[src/rtl/hvs_pkg.sv]
package hvs_pkg;
  typedef enum logic [2:0] {
    ST_OFF     = 3'd0,
    ST_UP      = 3'd1,
    ST_ON      = 3'd2,
    ST_RELOAD  = 3'd3,
    ST_UNLATCH = 3'd4,
    ST_DN      = 3'd5
  } seq_state_t;
endpackage

[src/rtl/hvs_sync2.sv]
module hvs_sync2 (
  input  logic clk,
  input  logic rst_n,
  input  logic d_async,
  output logic q_sync
);
  logic meta_q;
  logic sync_q;

  always_ff @(posedge clk or negedge rst_n) begin
    if (!rst_n) begin
      meta_q <= 1'b0;
      sync_q <= 1'b0;
    end else begin
      meta_q <= d_async;
      sync_q <= meta_q;
    end
  end

  assign q_sync = sync_q;


  sync_delay_chk: assert property (@(posedge clk) disable iff (!rst_n)
    $rose(sync_q) |-> $past(meta_q));
endmodule

[src/rtl/hvs_settle_timer.sv]
module hvs_settle_timer #(
  parameter int unsigned SETTLE_CYC = 2
) (
  input  logic clk,
  input  logic rst_n,
  input  logic clr,
  output logic done
);
  localparam int unsigned CW   = (SETTLE_CYC > 2) ? $clog2(SETTLE_CYC) : 1;
  localparam logic [CW-1:0] LAST = CW'(SETTLE_CYC - 1);

  logic [CW-1:0] cnt_q;
  logic [CW-1:0] cnt_d;
  logic          cnt_en;

  assign done   = (cnt_q == LAST);
  assign cnt_en = clr || !done;

  always_comb begin
    cnt_d = cnt_q;
    if (clr) begin
      cnt_d = '0;
    end else if (!done) begin
      cnt_d = cnt_q + 1'b1;
    end
  end

  always_ff @(posedge clk or negedge rst_n) begin
    if (!rst_n) begin
      cnt_q <= '0;
    end else if (cnt_en) begin
      cnt_q <= cnt_d;
    end
  end


  timer_hold_chk: assert property (@(posedge clk) disable iff (!rst_n)
    (done && !clr) |=> done);
endmodule

[src/rtl/hvs_seq_fsm.sv]
module hvs_seq_fsm
  import hvs_pkg::*;
#(
  parameter int unsigned N_RAIL = 3
) (
  input  logic              clk,
  input  logic              rst_n,
  input  logic              up_req,
  input  logic              stop_req,
  input  logic              good_ok,
  input  logic              t_done,
  output logic              t_clr,
  output logic [N_RAIL-1:0] sw_ctrl,
  output logic              latch_en,
  output logic              busy,
  output logic              pwr_on,
  output logic              pwr_off
);
  localparam logic [N_RAIL-1:0] ALL_ON  = '1;
  localparam logic [N_RAIL-1:0] ALL_OFF = '0;

  seq_state_t        st_q, st_d;
  logic [N_RAIL-1:0] ctrl_q, ctrl_d;
  logic              latch_q, latch_d;

  function automatic logic [N_RAIL-1:0] step_up(input logic [N_RAIL-1:0] v);
    step_up = (v << 1) | {{(N_RAIL-1){1'b0}}, 1'b1};
  endfunction

  function automatic logic [N_RAIL-1:0] step_dn(input logic [N_RAIL-1:0] v);
    step_dn = v >> 1;
  endfunction

  always_comb begin
    st_d    = st_q;
    ctrl_d  = ctrl_q;
    latch_d = latch_q;
    t_clr   = 1'b0;
    case (st_q)
      ST_OFF: begin
        ctrl_d  = ALL_OFF;
        latch_d = 1'b0;
        t_clr   = 1'b1;
        if (up_req && !stop_req) begin
          st_d   = ST_UP;
          ctrl_d = step_up(ALL_OFF);
        end
      end
      ST_UP: begin
        if (stop_req) begin
          st_d   = ST_DN;
          ctrl_d = step_dn(ctrl_q);
          t_clr  = 1'b1;
        end else if (t_done && (ctrl_q == ALL_ON)) begin
          if (good_ok) begin
            st_d    = ST_ON;
            latch_d = 1'b1;
          end
        end else if (t_done) begin
          ctrl_d = step_up(ctrl_q);
          t_clr  = 1'b1;
        end
      end
      ST_ON: begin
        if (stop_req) begin
          st_d   = ST_RELOAD;
          ctrl_d = ALL_ON;
        end else begin
          ctrl_d = ALL_OFF;
        end
      end
      ST_RELOAD: begin
        st_d    = ST_UNLATCH;
        latch_d = 1'b0;
      end
      ST_UNLATCH: begin
        st_d   = ST_DN;
        ctrl_d = step_dn(ctrl_q);
        t_clr  = 1'b1;
      end
      ST_DN: begin
        if (t_done) begin
          t_clr = 1'b1;
          if (ctrl_q == ALL_OFF) begin
            st_d = ST_OFF;
          end else begin
            ctrl_d = step_dn(ctrl_q);
          end
        end
      end
      default: begin
        st_d    = ST_OFF;
        ctrl_d  = ALL_OFF;
        latch_d = 1'b0;
      end
    endcase
  end

  always_ff @(posedge clk or negedge rst_n) begin
    if (!rst_n) begin
      st_q    <= ST_OFF;
      ctrl_q  <= '0;
      latch_q <= 1'b0;
    end else begin
      st_q    <= st_d;
      ctrl_q  <= ctrl_d;
      latch_q <= latch_d;
    end
  end

  assign sw_ctrl  = ctrl_q;
  assign latch_en = latch_q;
  assign pwr_on   = (st_q == ST_ON);
  assign pwr_off  = (st_q == ST_OFF);
  assign busy     = !pwr_on && !pwr_off;


  thermo_chk: assert property (@(posedge clk) disable iff (!rst_n)
    ((ctrl_q & (ctrl_q + 1'b1)) == '0));

  latch_rise_chk: assert property (@(posedge clk) disable iff (!rst_n)
    $rose(latch_q) |-> (ctrl_q == ALL_ON));

  on_released_chk: assert property (@(posedge clk) disable iff (!rst_n)
    (pwr_on && $past(pwr_on)) |-> (ctrl_q == ALL_OFF || $past(ctrl_q) == ALL_OFF));

  latch_fall_chk: assert property (@(posedge clk) disable iff (!rst_n)
    $fell(latch_q) |-> (ctrl_q == ALL_ON && $past(ctrl_q) == ALL_ON));

  no_close_dn_chk: assert property (@(posedge clk) disable iff (!rst_n)
    (st_q == ST_DN || st_q == ST_UNLATCH) |=> ((ctrl_q & ~$past(ctrl_q)) == '0));

  status_chk: assert property (@(posedge clk) disable iff (!rst_n)
    $countones({busy, pwr_on, pwr_off}) == 1);
endmodule

[src/rtl/hv_rail_seq.sv]
module hv_rail_seq #(
  parameter int unsigned N_RAIL     = 3,
  parameter int unsigned SETTLE_CYC = 2_000_000,
  parameter bit          GOOD_EN    = 1'b0
) (
  input  logic              clk,
  input  logic              rst_n,
  input  logic              up_req,
  input  logic              down_req,
  input  logic              estop_async,
  input  logic              rails_ok,
  output logic [N_RAIL-1:0] sw_ctrl,
  output logic              latch_en,
  output logic              busy,
  output logic              pwr_on,
  output logic              pwr_off
);
  logic estop_s;
  logic stop_req;
  logic good_ok;
  logic t_clr;
  logic t_done;

  hvs_sync2 u_estop_sync (
    .clk     (clk),
    .rst_n   (rst_n),
    .d_async (estop_async),
    .q_sync  (estop_s)
  );

  assign stop_req = estop_s || down_req;

  generate
    if (GOOD_EN) begin : g_good
      assign good_ok = rails_ok;
    end else begin : g_nogood
      assign good_ok = 1'b1;
    end
  endgenerate

  hvs_settle_timer #(
    .SETTLE_CYC (SETTLE_CYC)
  ) u_timer (
    .clk   (clk),
    .rst_n (rst_n),
    .clr   (t_clr),
    .done  (t_done)
  );

  hvs_seq_fsm #(
    .N_RAIL (N_RAIL)
  ) u_fsm (
    .clk      (clk),
    .rst_n    (rst_n),
    .up_req   (up_req),
    .stop_req (stop_req),
    .good_ok  (good_ok),
    .t_done   (t_done),
    .t_clr    (t_clr),
    .sw_ctrl  (sw_ctrl),
    .latch_en (latch_en),
    .busy     (busy),
    .pwr_on   (pwr_on),
    .pwr_off  (pwr_off)
  );
endmodule

[config.mk]
export PLATFORM = sky130hd
export DESIGN_NAME = hv_rail_seq
export DESIGN_NICKNAME = d
export VERILOG_FILES = /design/src/rtl/hvs_pkg.sv /design/src/rtl/hvs_sync2.sv /design/src/rtl/hvs_settle_timer.sv /design/src/rtl/hvs_seq_fsm.sv /design/src/rtl/hv_rail_seq.sv
export SDC_FILE = /design/constraint.sdc
export NUM_CORES = 1
export LEC_CHECK = 0
export ABC_AREA = 1
export BUFFER_PORTS_ARGS = -buffer_cell sky130_fd_sc_hd__buf_2
export CORE_UTILIZATION = 40
export CTS_BUF_LIST = sky130_fd_sc_hd__clkbuf_16
export DETAILED_ROUTE_END_ITERATION = 12
export PLACE_DENSITY = 0.7
export SLEW_MARGIN = 20
export SYNTH_ARGS = -nofsm -noshare
export SYNTH_HDL_FRONTEND = slang
export SYNTH_SLANG_ARGS = --single-unit
[constraint.sdc]
create_clock -name clk -period 1.5 [get_ports clk]
set_input_delay 0.3 -clock clk [delete_from_list [all_inputs] [get_ports clk]]
set_output_delay 0.3 -clock clk [all_outputs]
set_load 0.02 [all_outputs]
==> results.json, run 1 <==
{
  "ios": 13,
  "n_fill_cell": 327,
  "synth_edf_count": 0,
  "worstPathRequired_ns": 1.66,
  "drv_slew": 0,
  "drt-initial-drc-count": 201,
  "overflow": 0,
  "htreeDepth": 2,
  "die_w_microns": 70.4,
  "dr.pass1.iters": 4,
  "portBuffers": 11,
  "die_y_microns": 70.4,
  "fin_skew_ns": 0.00605,
  "vias": 2028,
  "netlist_instances": 261,
  "grt_pass1_wl_mm": 8.65,
  "setup_slack_ns": -0.0725,
  "ant_nets": 0,
  "fmax_ghz": 0.636,
  "final_core_util_pct": 64.3,
  "syn-cell-area_sq_um": 1870,
  "post-dp-hpwl_mm": 3.48,
  "end_kind": "register",
  "tightestPinTransition_ns": 0.464,
  "viasPerCell": 5.17,
  "synth-seq-cells": 30,
  "period_needed_ns": 1.57,
  "final_nets": 346,
  "async_flop_share_pct": 100,
  "synth-main-ff-cell": "dfrtp_1",
  "path_clk_slew_ns": 0.05,
  "insertion_delay_ns": 0.28,
  "hp-class": "input pin to register",
  "antenna_found_initial": 0,
  "grtUsageTotal_pct": 22.5,
  "p_per_area_nw_per_um2": 700,
  "root_buffer": "clkbuf_16",
  "yosys_warnings": 0,
  "dieArea_sq_um": 4950,
  "preCtsSetupSlack_ns": -0.0690,
  "grt_pass1_vias": 1881,
  "cts_buffer_depth": 2,
  "yosysTopAreaCellShare_pct": 40.1,
  "cts_buffers": 5,
  "cp.arrival_ns": 1.73,
  "status": "complete, but fails checks",
  "setup_tns_ns": -0.795,
  "synthTopCellsByArea": "dfrtp_1 (40%), nand2_1 (13%), nor2_1 (8.4%)",
  "relSlewSlack_pct": 68.8,
  "cts.sinks": 30,
  "drcViolationCount": 0,
  "critical_path_class": "register to register",
  "violations": "setup timing",
  "setup_viol": 24,
  "n_antenna_cell": 0,
  "area.growth.synth_to_final_pct": 51.8,
  "cp_max_fo": 5,
  "wl_per_cell_microns": 14.7,
  "syn_avg_cell_area_sq_um": 7.17,
  "core_area_sq_um": 4410,
  "grt_max_degree": 17,
  "r2r_slack_ns": -0.07,
  "finalWeightedCongestion": 0.891,
  "drv_cap": 0,
  "rsz0062_at_grt": "true",
  "power_uw": 1990,
  "peakVddDrop_mv": 0.581,
  "wirelength_mm": 5.75,
  "p_leak_uw": 0.00139,
  "start_kind": "register",
  "synth_seq_area_share_pct": 40.1,
  "start_util_pct": 42.4,
  "syn-num-nets": 268,
  "cts_tree": "built",
  "period_share_pct": 105,
  "rows": 24,
  "synth.largest_area_cell": "dfrtp_1",
  "drive_above_1_share_pct": 41.5,
  "synth_cell_type_count": 32,
  "hold_viol_final": 0
}
[cells in the final DEF (no fill, tap or decap), types with 2 or more instances in the layout]
| master | Yosys | final |
|---|---|---|
| inv_2 | 2 | 11 |
| o21ai_0 | 7 | 6 |
| nand2_4 | 1 | 4 |
| buf_6 | 2 | 6 |
| dfrtp_1 | 30 | 28 |
| a21oi_1 | 6 | 3 |
| o21ai_2 | 1 | 2 |
| nor2_4 | 1 | 7 |
| nand3_1 | 26 | 23 |
| buf_2 | 0 | 9 |
| nor3_2 | 2 | 2 |
| nor2_1 | 42 | 30 |
| nand3_2 | 2 | 3 |
| o21ai_1 | 3 | 3 |
| a21oi_2 | 1 | 3 |
| nand2_1 | 65 | 57 |
| nor2_2 | 3 | 9 |
| nor4_1 | 2 | 2 |
| nor3_4 | 1 | 3 |
| o22ai_1 | 2 | 2 |
| nand2_2 | 2 | 10 |
| clkinv_2 | 0 | 2 |
| xor2_1 | 8 | 7 |
| inv_1 | 31 | 21 |
| nand4_1 | 8 | 8 |
| dfrtp_2 | 0 | 2 |
| clkbuf_16 | 0 | 5 |
| nor3_1 | 5 | 3 |
| nand3_4 | 0 | 2 |
| buf_4 | 0 | 53 |
[per-layer routing]
metal	share of wire [%]	track usage [%]
met3	3.7	4.33
met5	0	0
met4	1.9	6.89
met2	52	37.6
met1	43	29.4
[per-stage QoR]
stage	std cells	hold WS [ns]	cell area, sq um
finish	392	0.128	2840
detailed placement	367	0.232	2330
global route	392	0.131	2840
CTS	383	0.125	2640
global placement	367	0.227	2330
floorplan	261	0.00441	1890
[final cells by class]
cell class                 count  area (sq um)  area share [%]
clock buffer                   5           125            4.41
clock inverter                 3          40.0            1.41
inverter                      33           126            4.45
multi-input combinational    199          1190            41.9
sequential                    30           753            26.5
tap                           52          65.1            2.29
timing repair buffer          70           541            19.0
[power breakdown]
part	internal [uW]	switching, uW
logic	12.8	21.5
registers	813	0.591
clock network	776	363
total	1600	385
[path summary, 6_finish.rpt]
kind                       depth (start not counted)                       endpoint                     startpoint
max                                                8  u_timer.cnt_q[20]$_DFFE_PN0P_   u_timer.cnt_q[5]$_DFFE_PN0P_
min reg2reg                                        0  u_estop_sync.q_sync$_DFF_PN0_  u_estop_sync.meta_q$_DFF_PN0_
max reg2reg                                        8  u_timer.cnt_q[20]$_DFFE_PN0P_   u_timer.cnt_q[5]$_DFFE_PN0P_
min                                                1  u_estop_sync.meta_q$_DFF_PN0_                    estop_async
max in group asynchronous                          3      u_fsm.st_q[0]$_DFFE_PN0P_                          rst_n
min in group asynchronous                          2   u_timer.cnt_q[0]$_DFFE_PN0P_                          rst_n
[logic make-up (layout without fill, tap and decap cells)]
| kind of cell | Yosys count | in the layout | share of synthesized area [%] |
|---|---|---|---|
| simple gates | 162 | 165 | 39.7 |
| buf+inv | 35 | 111 | 7.83 |
| xor+xnor | 9 | 9 | 4.21 |
| flops | 30 | 30 | 40.1 |
| compound gates | 24 | 24 | 7.43 |
| fa+ha+maj | 1 | 1 | 0.669 |
[worst max-delay path, cell delays in order, from the launching register on]
cell     delay [ns]
dfrtp_1        0.45
nand2_1        0.13
nor2_1         0.17
nand2_2        0.12
nor2_4         0.16
buf_4          0.13
nand3_1        0.08
xor2_1         0.15
nor2_1         0.05
[cells in the mapped netlist (2+ instances only)]
master / n
o21ai_0: 7
nand2_2: 2
nand3_1: 26
nor3_1: 5
nor2_1: 42
buf_6: 2
nor2_2: 3
o21ai_1: 3
dfrtp_1: 30
inv_1: 31
nand3_2: 2
xor2_1: 8
a21oi_1: 6
nor4_1: 2
nand4_1: 8
inv_2: 2
nand2_1: 65
o22ai_1: 2
nor3_2: 2
[repair_timing]
| action | 4_1_cts | 5_1_grt |
|---|---|---|
| gates cloned | 2 | 1 |
| resized for setup | 21 | 46 |
| endpoints found under the hold margin | 14 | 0 |
| pin swaps | 10 | 16 |
| hold buffers | 1 | 0 |
| endpoints found under the setup margin | 30 | 30 |
| buffers inserted | 5 | 8 |
[state kept, by name (all words and copies together) (netlist names)]
register	count
u_timer.cnt_q	21
u_fsm.latch_en	1
u_estop_sync.meta_q	1
u_estop_sync.q_sync	1
u_fsm.sw_ctrl	3
u_fsm.st_q	3
Power figures use the tool's default switching activity.
==> run 2, diff against run 1 <==
- ABC_AREA: 1 -> not set
==> run 2 against run 1 <==
The run still ends with setup timing left. Flip-flop and latch count stayed put. Synthesized cell count is 29% lower. Worst setup slack got worse by 0.17 ns. Sequential share of layout area is 1.0 points higher. Critical path depth decreased by 1. Count of clock-buffer cells in the layout is the same. Via count fell by 16%. Cell area is 3.5% lower. Wire length decreased by 17%. Global-route usage down 2.0 points. Maximum frequency down 9.9%. Clock skew rose by 0.00067 ns. Critical endpoint is now u_timer.cnt_q[18]$_DFFE_PN0P_. Largest cell class unchanged.
==> results.json, run 2 <==
{
  "cts.sinks": 30,
  "relSlewSlack_pct": 70.4,
  "die_y_microns": 69.8,
  "final_cell_mix": "buf_4 (63), dfrtp_1 (27), nor2_1 (26)",
  "grt_pass1_vias": 1740,
  "critical_path_class": "register to register",
  "cp.arrival_ns": 1.91,
  "synth_edf_count": 0,
  "yosysTopAreaCellShare_pct": 40.8,
  "final_core_util_pct": 62.5,
  "viasPerCell": 5.37,
  "grt_pass1_wl_mm": 8.02,
  "yosys_warnings": 0,
  "synthTopCellsByArea": "dfrtp_1 (41%), nor2_1 (5.9%), xor2_1 (5.7%)",
  "overflow": 0,
  "peakVddDrop_mv": 0.704,
  "dr.pass1.iters": 4,
  "p_leak_uw": 0.00129,
  "synth-main-ff-cell": "dfrtp_1",
  "syn_avg_cell_area_sq_um": 9.88,
  "synth.largest_area_cell": "dfrtp_1",
  "fin_area_sq_um": 2740,
  "status": "complete, but fails checks",
  "insertion_delay_ns": 0.27,
  "worstPathRequired_ns": 1.66,
  "start_util_pct": 41.9,
  "wirelength_mm": 4.76,
  "root_buffer": "clkbuf_16",
  "synth_top_cells_by_count": "dfrtp_1 (30), nor2_1 (29), nand2_1 (16)",
  "synth_cell_type_count": 55,
  "die_w_microns": 69.8,
  "vias": 1713,
  "critical_path.top_delay_family": "simple AND/OR/NAND/NOR gates",
  "setup_tns_ns": -5.98,
  "dieArea_sq_um": 4870,
  "netlist_instances": 186,
  "drive_above_1_share_pct": 44.2,
  "portBuffers": 11,
  "violations": "setup timing",
  "syn-cell-area_sq_um": 1840,
  "cts_tree": "built",
  "rsz0062_at_grt": "true",
  "drv_slew": 0,
  "hp-class": "input pin to register",
  "wl_per_cell_microns": 14.9,
  "rows": 24,
  "tightestPinTransition_ns": 0.444,
  "core_area_sq_um": 4380,
  "cts_buffer_depth": 2,
  "finalWeightedCongestion": 0.857,
  "drt-initial-drc-count": 72,
  "fmax_ghz": 0.573,
  "area.growth.synth_to_final_pct": 49.1,
  "final_nets": 274,
  "top_register": "u_timer.cnt_q",
  "synth_seq_area_share_pct": 40.8,
  "drv_cap": 0,
  "cpPeakStageDelay_ns": 0.40,
  "start_kind": "register",
  "grtUsageTotal_pct": 20.5,
  "async_flop_share_pct": 100,
  "antenna_found_initial": 0,
  "setup_slack_ns": -0.246,
  "n_antenna_cell": 0,
  "preCtsSetupSlack_ns": -0.235,
  "cp_slowest_cell": "dfrtp_1",
  "drcViolationCount": 0,
  "synth-seq-cells": 30,
  "path_clk_slew_ns": 0.05,
  "p_per_area_nw_per_um2": 1490,
  "ios": 13,
  "largest_reg_flops": 21,
  "grt_max_degree": 22,
  "setup_viol": 30,
  "path_buf_inv": 2,
  "final_common_cell": "buf_4",
  "fin_skew_ns": 0.00671,
  "cp_max_fo": 10,
  "hold_viol_final": 0,
  "htreeDepth": 2,
  "path_cells": "nor4_4 > nand4_4 > buf_4 > nor3_4 > o21a_4 > clkbuf_16 > nor2_1",
  "period_needed_ns": 1.75,
  "ant_nets": 0,
  "synth_most_common_cell": "dfrtp_1",
  "syn-num-nets": 193,
  "cts_buffers": 5,
  "end_kind": "register",
  "period_share_pct": 116,
  "post-dp-hpwl_mm": 3.15,
  "dpl_cell_area_sq_um": 2340
}
==> run 2: timing repair <==
action                     4_1_cts  5_1_grt
setup endpoints to repair       31       31
pin swaps                        5        4
resized for setup               18       11
hold buffers                     1        0
hold endpoints to repair        18        0
setup buffers                    8        3
cloned                           0        2
==> run 2: final cells by class <==
cell class              count  area (sq um)
clock buffers               5           125
well taps                  52          65.1
clock inverters             2          33.8
repair buffers             82           672
inverters                   2          7.51
fillers                   343          1640
multi-input cells         146          1080
flip-flops and latches     30           754
==> run 2: per-stage QoR <==
step	power (uW)	cells	hold WS, ns
3_3_place_gp	2460	298	0.268
3_5_place_dp	2480	298	0.275
6_report	4100	319	0.139
2_1_floorplan	1980	186	0.00441
4_1_cts	3820	314	0.135
5_1_grt	4310	319	0.139
==> run 2: cell families (layout without fill, tap and decap cells) <==
family | after synthesis | after routing | share of synthesized area [%]
xor gates and xnor gates | 15 | 15 | 7.15
buffers and inverters | 10 | 91 | 3.74
muxes | 5 | 5 | 3.13
and+or+nand+nor | 89 | 89 | 28.6
DFF | 30 | 30 | 40.8
adders and majority gates | 1 | 1 | 0.681
AOI/OAI and AO/OA | 36 | 36 | 15.9
==> run 2: report_power, final <==
part / total, uW / switching, uW / internal (uW)
combinational: 2010 / 939 / 1080
sequential: 992 / 85.1 / 907
clock: 1090 / 324 / 765
total: 4100 / 1350 / 2750
==> run 2: final timing paths <==
path                                                from                       endpoint  slack (ns)  depth (start not counted)
setup reg to reg           u_timer.cnt_q[11]$_DFFE_PN0P_  u_timer.cnt_q[18]$_DFFE_PN0P_       -0.25                          7
setup / recovery           u_timer.cnt_q[11]$_DFFE_PN0P_  u_timer.cnt_q[18]$_DFFE_PN0P_       -0.25                          7
max in group asynchronous                          rst_n      u_fsm.st_q[1]$_DFFE_PN0P_        0.51                          3
hold reg to reg            u_estop_sync.meta_q$_DFF_PN0_  u_estop_sync.q_sync$_DFF_PN0_        0.35                          0
hold / removal                               estop_async  u_estop_sync.meta_q$_DFF_PN0_        0.14                          1
min in group asynchronous                          rst_n  u_timer.cnt_q[18]$_DFFE_PN0P_        0.52                          2
==> run 2: metal layers <==
metal | global-route usage [%] | wire (microns)
met2 | 34.3 | 2430
met3 | 4.07 | 150
met4 | 6.89 | 95
met5 | 0 | 0
met1 | 26.4 | 2090
==> run 3, diff against run 2 <==
- CAP_MARGIN: not set -> 20
- CORE_UTILIZATION: 40 -> 50
- PLACE_DENSITY: 0.7 -> 0.82
==> run 3 against run 2 <==
The run still ends with setup timing left. Non-clock buffer count decreased by 1. Combinational power down 6%. Largest power group unchanged. Critical endpoint is now u_fsm.sw_ctrl[2]$_DFFE_PN0P_. Maximum frequency rose by 1.2%. First-iteration DRC count increased by 81%.
==> results.json, run 3 (synthesis results as in run 2) <==
{
  "top_register": "u_timer.cnt_q",
  "cp.arrival_ns": 1.88,
  "swShare_pct": 36.2,
  "wirelength_mm": 5.11,
  "grt_pass1_vias": 1819,
  "core_area_sq_um": 3420,
  "grtUsageTotal_pct": 28.3,
  "die_y_microns": 62.6,
  "intPower_uw": 2430,
  "die_w_microns": 62.6,
  "grt_max_degree": 22,
  "start_kind": "register",
  "portBuffers": 11,
  "cts.sinks": 30,
  "post-dp-hpwl_mm": 3.16,
  "dr.pass1.iters": 4,
  "dp_cells": 290,
  "power_switching_uw": 1380,
  "peakVddDrop_mv": 1.13,
  "final_cell_mix": "buf_4 (65), dfrtp_1 (28), nor2_1 (27)",
  "end_kind": "register",
  "p_leak_uw": 0.00126,
  "fin_skew_ns": 0.00694,
  "final_common_cell": "buf_4",
  "critical_path_class": "register to register",
  "fmax_ghz": 0.580,
  "drcViolationCount": 0,
  "path_cells": "nor4_4 > nand4_4 > nor2_8 > a2bb2oi_4 > mux2_4",
  "grt_pass1_wl_mm": 8.43,
  "viasPerCell": 5.71,
  "setup_viol": 30,
  "dpl_cell_area_sq_um": 2320,
  "seqPwrFrac_pct": 26.2,
  "fin_cells": 313,
  "period_share_pct": 115,
  "hold_viol_final": 0,
  "ant_nets": 0,
  "worstPathRequired_ns": 1.66,
  "rows": 21,
  "largest_reg_flops": 21,
  "cp_slowest_cell": "dfrtp_1",
  "drv_slew": 0,
  "p_clk_share_pct": 24.4,
  "n_antenna_cell": 0,
  "cts_buffers": 5,
  "status": "complete, but fails checks",
  "drt-initial-drc-count": 130,
  "fin_area_sq_um": 2690,
  "tightestPinTransition_ns": 0.405,
  "final_nets": 273,
  "overflow": 0,
  "vias": 1786,
  "p_comb_share_pct": 49.4,
  "insertion_delay_ns": 0.28,
  "cpPeakStageDelay_ns": 0.40,
  "relSlewSlack_pct": 73.0,
  "root_buffer": "clkbuf_16",
  "hp-class": "input pin to register",
  "area.growth.synth_to_final_pct": 46.6,
  "p_per_area_nw_per_um2": 1410,
  "htreeDepth": 2,
  "path_clk_slew_ns": 0.05,
  "drive_above_1_share_pct": 45.7,
  "drv_cap": 0,
  "cp_max_fo": 3,
  "violations": "setup timing",
  "wl_per_cell_microns": 16.3,
  "cts_buffer_depth": 2,
  "period_needed_ns": 1.73,
  "cts_tree": "built",
  "rsz0062_at_grt": "true",
  "finalWeightedCongestion": 0.887,
  "setup_slack_ns": -0.225,
  "dieArea_sq_um": 3920,
  "ios": 13,
  "start_util_pct": 53.8,
  "antenna_found_initial": 0
}
[run 3: power by group through the flow]
stage	Clock [uW]	Combinational, uW	Sequential [uW]
after floorplan	0	966	1010
after global placement	0	1450	996
after detailed placement	0	1480	999
after CTS	933	1680	993
after global routing	965	1990	1010
final	930	1880	997
[run 3: area by class of cell]
| cell class | count | area (sq um) |
|---|---|---|
| clock inverter | 3 | 11.3 |
| tap | 46 | 57.6 |
| sequential | 30 | 753 |
| fill | 186 | 722 |
| inverter | 2 | 7.51 |
| timing repair buffer | 81 | 626 |
| multi-input combinational | 146 | 1110 |
| clock buffer | 5 | 125 |
[run 3: routing by layer]
layer / share of wire [%] / wire, microns / track usage, % / up-vias
met1: 42 / 2170 / 35.4 / 869
met2: 50 / 2540 / 45.8 / 63
met3: 5.2 / 265 / 5.47 / 17
met4: 2.8 / 141 / 15.7 / 0
met5: 0 / 0 / 0 / -
li1: - / - / - / 837
[run 3: worst max-delay path, delay by kind of cell (launching register included)]
kind	cells	cell delay, ns
muxes	1	0.32
and+or+nand+nor	3	0.68
DFF	1	0.40
AOI/OAI and AO/OA	1	0.21
[run 3: timing repair]
action / 4_1_cts / 5_1_grt
resized for setup: 14 / 22
setup buffers: 7 / 7
hold endpoints to repair: 16 / 0
hold buffers: 1 / 0
pin swaps: 2 / 7
setup endpoints to repair: 31 / 31
[run 3: per-stage QoR]
step | util, % | setup slack (ns) | TNS (ns) | hold slack [ns] | power (uW)
2_1_floorplan | - | -0.236 | -2.41 | 0.00441 | 1980
3_3_place_gp | 67.8 | -0.203 | -3.53 | 0.251 | 2440
3_5_place_dp | 67.8 | -0.257 | -5.50 | 0.249 | 2480
4_1_cts | 74.8 | -0.239 | -5.15 | 0.126 | 3610
5_1_grt | 78.9 | -0.300 | -6.14 | 0.126 | 3970
6_report | 78.9 | -0.225 | -4.21 | 0.129 | 3800
[run 3: worst paths after layout]
path / startpoint / endpoint / slack (ns) / depth (start not counted)
worst max-delay path: u_timer.cnt_q[11]$_DFFE_PN0P_ / u_fsm.sw_ctrl[2]$_DFFE_PN0P_ / -0.23 / 5
worst min-delay path: estop_async / u_estop_sync.meta_q$_DFF_PN0_ / 0.13 / 1
worst max register to register: u_timer.cnt_q[11]$_DFFE_PN0P_ / u_fsm.sw_ctrl[2]$_DFFE_PN0P_ / -0.23 / 5
worst min register to register: u_estop_sync.meta_q$_DFF_PN0_ / u_estop_sync.q_sync$_DFF_PN0_ / 0.34 / 0
max in group asynchronous: rst_n / u_timer.cnt_q[19]$_DFFE_PN0P_ / 0.56 / 3
min in group asynchronous: rst_n / u_fsm.st_q[2]$_DFFE_PN0P_ / 0.47 / 2
